[config.mk]
export PLATFORM = sky130hd
export DESIGN_NAME = dma_chan_ctrl
export DESIGN_NICKNAME = d
export VERILOG_FILES = /design/src/rtl/dma_cc_pkg.sv /design/src/rtl/dma_cc_regs.sv /design/src/rtl/dma_cc_ctrl.sv /design/src/rtl/dma_chan_ctrl.sv
export SDC_FILE = /design/constraint.sdc
export NUM_CORES = 1
export LEC_CHECK = 0
export BUFFER_PORTS_ARGS = -buffer_cell sky130_fd_sc_hd__buf_2
export CAP_MARGIN = 20
export CORE_ASPECT_RATIO = 0.7
export CORE_MARGIN = 2
export CORE_UTILIZATION = 35
export CTS_CLUSTER_DIAMETER = 150
export DETAILED_ROUTE_END_ITERATION = 10
export PLACE_DENSITY_LB_ADDON = 0.08
export SYNTH_ARGS = -nofsm -noshare
export SYNTH_HDL_FRONTEND = slang
export SYNTH_HIERARCHICAL = 1
export SYNTH_SLANG_ARGS = --single-unit
[constraint.sdc]
create_clock -name clk -period 4.8 [get_ports clk]
set_clock_uncertainty 0.1 [all_clocks]
set_input_delay 0.24 -clock clk [delete_from_list [all_inputs] [get_ports clk]]
set_output_delay 0.24 -clock clk [all_outputs]
set_load 0.01 [all_outputs]
[src/rtl/dma_cc_pkg.sv]
package dma_cc_pkg;
  localparam int WORD_W = 32;
  localparam int OFS_W  = 10;

  localparam int IDX_STORE = 0;
  localparam int IDX_CTRL  = 1;
  localparam int IDX_COUNT = 2;
  localparam int IDX_ADDR  = 3;

  localparam int B_ENABLE = 0;
  localparam int B_M2D    = 1;
  localparam int B_TC     = 8;
  localparam int B_MERR   = 9;
  localparam int B_AERR   = 10;

  localparam logic [WORD_W-1:0] TC_BIT      = WORD_W'(1) << B_TC;
  localparam logic [WORD_W-1:0] MERR_BIT    = WORD_W'(1) << B_MERR;
  localparam logic [WORD_W-1:0] AERR_BIT    = WORD_W'(1) << B_AERR;
  localparam logic [WORD_W-1:0] STATUS_MASK = TC_BIT | MERR_BIT | AERR_BIT;

  localparam logic [OFS_W-1:0] IRQ_OFS = 10'h200;

  typedef struct packed {
    logic       hit_ch;
    logic       hit_irq;
    logic [2:0] ch;
    logic [1:0] idx;
  } dec_t;

  typedef enum logic [1:0] {
    ST_IDLE  = 2'd0,
    ST_BURST = 2'd1,
    ST_DONE  = 2'd2
  } state_t;

  function automatic dec_t decode(input logic [OFS_W-1:0] ofs, input int nch);
    dec_t d;
    d.ch      = ofs[7:5];
    d.idx     = ofs[4:3];
    d.hit_ch  = (ofs[9:8] == 2'b01) && (ofs[2:0] == 3'b000) && (int'(ofs[7:5]) < nch);
    d.hit_irq = (ofs == IRQ_OFS);
    return d;
  endfunction
endpackage

[src/rtl/dma_cc_regs.sv]
module dma_cc_regs
  import dma_cc_pkg::*;
#(
  parameter int NUM_CH = 4,
  parameter int CH_W   = 2
) (
  input  logic                           clk,
  input  logic                           rst_n,
  input  logic                           wr_en,
  input  dec_t                           dec,
  input  logic [WORD_W-1:0]              wdata,
  input  logic                           acc_fire,
  input  logic [CH_W-1:0]                acc_ch,
  input  logic                           acc_err,
  input  logic                           tc_fire,
  input  logic [CH_W-1:0]                tc_ch,
  input  logic [WORD_W-1:0]              tc_len,
  output logic [NUM_CH-1:0]              en_o,
  output logic [NUM_CH-1:0]              m2d_o,
  output logic [NUM_CH-1:0][WORD_W-1:0]  cnt_o,
  output logic [NUM_CH-1:0][WORD_W-1:0]  adr_o,
  output logic [NUM_CH-1:0]              irq_o,
  output logic [WORD_W-1:0]              ch_rdata
);
  logic [NUM_CH-1:0][WORD_W-1:0] sto_w;
  logic [NUM_CH-1:0][WORD_W-1:0] ctl_w;
  logic [NUM_CH-1:0]             irq_q;

  for (genvar c = 0; c < NUM_CH; c++) begin : g_ch
    logic              sel, acc_me, tc_me;
    logic [WORD_W-1:0] sto_q, ctl_q, cnt_q, adr_q;

    assign sel    = wr_en && dec.hit_ch && (dec.ch == 3'(c));
    assign acc_me = acc_fire && (acc_ch == CH_W'(c));
    assign tc_me  = tc_fire && (tc_ch == CH_W'(c));

    always_ff @(posedge clk or negedge rst_n) begin
      if (!rst_n) begin
        sto_q <= '0;
        ctl_q <= '0;
        cnt_q <= '0;
        adr_q <= '0;
      end else begin
        if (sel && dec.idx == 2'(IDX_STORE)) sto_q <= wdata;

        // software write outranks the hardware status update
        if (sel && dec.idx == 2'(IDX_CTRL))
          ctl_q <= wdata;
        else if (acc_me)
          ctl_q <= (ctl_q & ~STATUS_MASK) | (acc_err ? MERR_BIT : '0);
        else if (tc_me)
          ctl_q <= ctl_q | TC_BIT;

        if (sel && dec.idx == 2'(IDX_COUNT))
          cnt_q <= wdata;
        else if (tc_me)
          cnt_q <= cnt_q - tc_len;

        if (sel && dec.idx == 2'(IDX_ADDR)) adr_q <= wdata;
      end
    end

    assign sto_w[c] = sto_q;
    assign ctl_w[c] = ctl_q;
    assign cnt_o[c] = cnt_q;
    assign adr_o[c] = adr_q;
    assign en_o[c]  = ctl_q[B_ENABLE];
    assign m2d_o[c] = ctl_q[B_M2D];
  end

  always_ff @(posedge clk or negedge rst_n) begin
    if (!rst_n) irq_q <= '0;
    else if (acc_fire && acc_err) irq_q <= irq_q | (NUM_CH'(1) << acc_ch);
  end
  assign irq_o = irq_q;

  always_comb begin
    ch_rdata = '0;
    if (dec.hit_ch) begin
      unique case (dec.idx)
        2'(IDX_STORE): ch_rdata = sto_w[dec.ch[CH_W-1:0]];
        2'(IDX_CTRL):  ch_rdata = ctl_w[dec.ch[CH_W-1:0]];
        2'(IDX_COUNT): ch_rdata = cnt_o[dec.ch[CH_W-1:0]];
        default:       ch_rdata = adr_o[dec.ch[CH_W-1:0]];
      endcase
    end
  end
endmodule

[src/rtl/dma_cc_ctrl.sv]
module dma_cc_ctrl
  import dma_cc_pkg::*;
#(
  parameter int NUM_CH = 4,
  parameter int CH_W   = 2
) (
  input  logic                          clk,
  input  logic                          rst_n,
  input  logic                          req_valid,
  output logic                          req_ready,
  input  logic [CH_W-1:0]               req_ch,
  input  logic                          req_to_mem,
  input  logic [WORD_W-1:0]             req_len,
  output logic                          burst_valid,
  input  logic                          burst_ready,
  output logic [WORD_W-1:0]             burst_addr,
  output logic [WORD_W-1:0]             burst_len,
  output logic                          burst_to_mem,
  output logic                          done_valid,
  output logic [WORD_W-1:0]             done_len,
  output logic                          done_err,
  input  logic [NUM_CH-1:0]             en_i,
  input  logic [NUM_CH-1:0]             m2d_i,
  input  logic [NUM_CH-1:0][WORD_W-1:0] cnt_i,
  input  logic [NUM_CH-1:0][WORD_W-1:0] adr_i,
  output logic                          acc_fire,
  output logic [CH_W-1:0]               acc_ch,
  output logic                          acc_err,
  output logic                          tc_fire,
  output logic [CH_W-1:0]               tc_ch,
  output logic [WORD_W-1:0]             tc_len
);
  state_t            st_q;
  logic [CH_W-1:0]   ch_q;
  logic [WORD_W-1:0] addr_q, len_q, dlen_q;
  logic              dir_q, derr_q;
  logic [WORD_W-1:0] cnt_sel, grant;

  assign req_ready = (st_q == ST_IDLE);
  assign acc_fire  = req_valid && req_ready;
  assign acc_ch    = req_ch;
  // mode bit set means memory-to-device, so a device-to-memory request needs it clear
  assign acc_err   = !en_i[req_ch] || (req_to_mem == m2d_i[req_ch]);
  assign cnt_sel   = cnt_i[req_ch];
  assign grant     = (req_len < cnt_sel) ? req_len : cnt_sel;

  assign tc_fire = (st_q == ST_BURST) && burst_ready;
  assign tc_ch   = ch_q;
  assign tc_len  = len_q;

  assign burst_valid  = (st_q == ST_BURST);
  assign burst_addr   = addr_q;
  assign burst_len    = len_q;
  assign burst_to_mem = dir_q;
  assign done_valid   = (st_q == ST_DONE);
  assign done_len     = dlen_q;
  assign done_err     = derr_q;

  always_ff @(posedge clk or negedge rst_n) begin
    if (!rst_n) begin
      st_q   <= ST_IDLE;
      ch_q   <= '0;
      addr_q <= '0;
      len_q  <= '0;
      dir_q  <= 1'b0;
      dlen_q <= '0;
      derr_q <= 1'b0;
    end else begin
      unique case (st_q)
        ST_IDLE: begin
          if (acc_fire) begin
            ch_q <= req_ch;
            if (acc_err) begin
              derr_q <= 1'b1;
              dlen_q <= '0;
              st_q   <= ST_DONE;
            end else begin
              addr_q <= adr_i[req_ch];
              len_q  <= grant;
              dir_q  <= req_to_mem;
              st_q   <= ST_BURST;
            end
          end
        end
        ST_BURST: begin
          if (burst_ready) begin
            dlen_q <= len_q;
            derr_q <= 1'b0;
            st_q   <= ST_DONE;
          end
        end
        ST_DONE: st_q <= ST_IDLE;
        default: st_q <= ST_IDLE;
      endcase
    end
  end
endmodule

[src/rtl/dma_chan_ctrl.sv]
module dma_chan_ctrl
  import dma_cc_pkg::*;
#(
  parameter  int NUM_CH = 4,
  localparam int CH_W   = $clog2(NUM_CH)
) (
  input  logic              clk,
  input  logic              rst_n,
  input  logic              reg_wr,
  input  logic [OFS_W-1:0]  reg_addr,
  input  logic [WORD_W-1:0] reg_wdata,
  output logic [WORD_W-1:0] reg_rdata,
  input  logic              req_valid,
  output logic              req_ready,
  input  logic [CH_W-1:0]   req_ch,
  input  logic              req_to_mem,
  input  logic [WORD_W-1:0] req_len,
  output logic              burst_valid,
  input  logic              burst_ready,
  output logic [WORD_W-1:0] burst_addr,
  output logic [WORD_W-1:0] burst_len,
  output logic              burst_to_mem,
  output logic              done_valid,
  output logic [WORD_W-1:0] done_len,
  output logic              done_err
);
  dec_t                          dec;
  logic [NUM_CH-1:0]             en_w, m2d_w, irq_bits;
  logic [NUM_CH-1:0][WORD_W-1:0] cnt_w, adr_w;
  logic                          acc_fire, acc_err, tc_fire;
  logic [CH_W-1:0]               acc_ch, tc_ch;
  logic [WORD_W-1:0]             tc_len, ch_rdata;

  assign dec       = decode(reg_addr, NUM_CH);
  assign reg_rdata = dec.hit_irq ? WORD_W'(irq_bits) : ch_rdata;

  dma_cc_regs #(.NUM_CH(NUM_CH), .CH_W(CH_W)) u_regs (
    .clk      (clk),
    .rst_n    (rst_n),
    .wr_en    (reg_wr),
    .dec      (dec),
    .wdata    (reg_wdata),
    .acc_fire (acc_fire),
    .acc_ch   (acc_ch),
    .acc_err  (acc_err),
    .tc_fire  (tc_fire),
    .tc_ch    (tc_ch),
    .tc_len   (tc_len),
    .en_o     (en_w),
    .m2d_o    (m2d_w),
    .cnt_o    (cnt_w),
    .adr_o    (adr_w),
    .irq_o    (irq_bits),
    .ch_rdata (ch_rdata)
  );

  dma_cc_ctrl #(.NUM_CH(NUM_CH), .CH_W(CH_W)) u_ctrl (
    .clk          (clk),
    .rst_n        (rst_n),
    .req_valid    (req_valid),
    .req_ready    (req_ready),
    .req_ch       (req_ch),
    .req_to_mem   (req_to_mem),
    .req_len      (req_len),
    .burst_valid  (burst_valid),
    .burst_ready  (burst_ready),
    .burst_addr   (burst_addr),
    .burst_len    (burst_len),
    .burst_to_mem (burst_to_mem),
    .done_valid   (done_valid),
    .done_len     (done_len),
    .done_err     (done_err),
    .en_i         (en_w),
    .m2d_i        (m2d_w),
    .cnt_i        (cnt_w),
    .adr_i        (adr_w),
    .acc_fire     (acc_fire),
    .acc_ch       (acc_ch),
    .acc_err      (acc_err),
    .tc_fire      (tc_fire),
    .tc_ch        (tc_ch),
    .tc_len       (tc_len)
  );
endmodule

==> run_results.csv <==
group,metric,value,unit
floorplan,io_pins,215,
yosys,synth_fp_nets,3553,
routing,met2RoutedLength,58.2,mm
routing,wl,124,mm
timing,setup_ws,436,ps
routing,dr.pass1.iters,7,
cells_and_area,num_antenna_cells,0,
pwr,power_density,298,mW/mm^2
timing,period_share,0.909,
place,globalplace.congestion,0.899,
worst_setup_path,required,5270,ps
yosys,synth_warnings,6,
cts,clkTransAtPathRegs,60,ps
cts,cts_buffers,72,
worst_setup_path,path_class,"register to register",
worst_setup_path,endpoint_kind,"register",
grt,grt_pass1_vias,28500,
yosys,synthCells,3312,
cts,cts_tree,"built",
run_status,status,"complete, no violations",
cts,cts_resized,0,
worst_setup_path,crit_slowest_cell,"o31ai_1",
pwr,peakVddDrop,210,uV
pwr,p_leak,20.1,nW
routing,routedWlPerCell,25.0,um
worst_setup_path,cp.arrival,4830,ps
grt,gr-usage-all-layers,0.226,
worst_setup_path,worstPathMaxFanout,7,
cells_and_area,layout-drive-gt1-share,0.296,
cts,h-tree-depth,3,
cells_and_area,most-common-layout-cells,"dfrtp_1 (618), mux2_2 (371), nand2_1 (297)",
cts,cts.sinks,618,
floorplan,core_region_area,0.106,mm^2
grt,grt_first_pass_wirelength,188,mm
floorplan,rows,100,
pwr,power.total,12.8,mW
timing,whs,119,ps
place,hpwl,87.4,mm
worst_setup_path,path_cells,"ha_1, fa_1, nor2b_1, o2111ai_1, a21oi_1, o21ai_1, o21ai_1, a311oi_2, o31ai_1, o22ai_1, xnor2_1, nand2_1, a31oi_1",
worst_setup_path,cpLargestDelayFamily,"compound AO/OA/AOI/OAI gates",
timing,min_period,4360,ps
routing,maxUsedRoutingLayer,"met4",
hold_path,hold_class,"primary input to async pin",
routing,via_per_inst,5.55,
timing,hold_viol_final,0,
cts,cts_setup_buffers,0,
cts,cts-root-buf,"clkbuf_16",
job,cap_violations,0,
grt,antenna_found_initial,0,
routing,drt_iter0_markers,1903,
floorplan,initial_core_util,0.352,
routing,drt-met1-wl,58.3,mm
timing,final_max_slew_viol_count,0,
timing,fmax,0.229,GHz
yosys,syn_area_per_cell,11.3,um^2
cells_and_area,area_growth,15.0,%
routing,drc,0,
routing,met3_wirelength,4.88,mm
timing,grt_setup_unrepaired,"false",
timing,setup_viol,0,
grt,grt_max_degree,128,
cts,insertion_delay,650,ps
cts,cts_buffer_depth,3,
cells_and_area,final_common_cell,"dfrtp_1",
grt,overflow,0,
cells_and_area,nets,3712,
floorplan,die_y,277,um
timing,fin_tns_setup,0,ps
worst_setup_path,slowest_delay,740,ps
floorplan,die_w,394,um
routing,ant_nets,0,
timing,tightest_slew,1080,ps
timing,slew-limit-headroom,0.277,
worst_setup_path,cp-start-kind,"register",
routing,num_vias,27500,
place,dp_slack,654,ps
place,io_buffers,214,
worst_setup_path,path_buf_inv,0,
floorplan,die_area,0.109,mm^2
yosys,syn_area,0.0374,mm^2
worst_setup_path,cp_common_cell,"o21ai_1",
-- what timing repair did --
item / 4_1_cts / 5_1_grt
hold endpoints to repair: 302 / 0
hold buffers: 67 / 0
endpoints found under the setup margin: 0 / 0
-- routing by layer --
layer | track usage | vias to the layer above
met1 | 0.322 | 14200
met4 | 0.0500 | 0
met5 | 0 | -
met2 | 0.365 | 598
li1 | - | 12500
met3 | 0.0328 | 143
-- metrics by stage --
stage | std cells | utilization | cell area, um^2
2_1_floorplan | 3312 | - | 37400
6_report | 4954 | 0.405 | 43000
3_5_place_dp | 4758 | 0.375 | 39800
5_1_grt | 4954 | 0.405 | 43000
3_3_place_gp | 4758 | 0.375 | 39800
4_1_cts | 4954 | 0.405 | 43000
-- flip-flops by register name (all words and copies together) (netlist names), 4 cells and up --
signal,flops
u_regs/g_ch.adr_q,128
u_ctrl/burst_addr,32
u_regs/g_ch.cnt_q,128
u_ctrl/burst_len,32
u_ctrl/done_len,32
u_regs/g_ch.sto_q,128
u_regs/g_ch.ctl_q,128
u_regs/irq_o,4
-- area by class of cell --
cell class | instances | area [um^2]
well taps | 1428 | 1790
flip-flops and latches | 618 | 15500
repair buffers | 349 | 2450
inverters | 99 | 372
multi-input cells | 2331 | 20400
clock buffers | 102 | 2120
clock inverters | 27 | 370
fillers | 10300 | 63100
-- where the power goes --
part | internal, mW | switching [mW]
logic | 0.644 | 0.961
clock network | 3.47 | 2.41
registers | 5.26 | 0.0447
total | 9.37 | 3.42
-- final timing paths --
check	startpoint	slack [ps]	cells after the start	end
worst max-delay path	u_ctrl/burst_len[0]	440	13	u_regs/g_ch[0].cnt_q[28]
worst min-delay path	rst_n	120	2	u_ctrl/burst_len[7]
worst max register to register	u_ctrl/burst_len[0]	440	13	u_regs/g_ch[0].cnt_q[28]
worst min register to register	u_ctrl/burst_addr[14]	370	2	u_ctrl/burst_addr[14]
max in group asynchronous	rst_n	2970	3	u_regs/g_ch[1].sto_q[18]
min in group clk	req_ch[0]	130	2	u_regs/irq_o[3]
-- worst register-to-register path, cell delays in order (launching register included) --
cell       delay (ps)
dfrtp_1           480
ha_1              280
fa_1              390
nor2b_1           220
o2111ai_1         180
a21oi_1           350
o21ai_1           240
o21ai_1           450
a311oi_2          230
o31ai_1           740
o22ai_1           220
xnor2_1           190
nand2_1            70
a31oi_1           160
No activity file was read; power rests on OpenSTA's default activity.
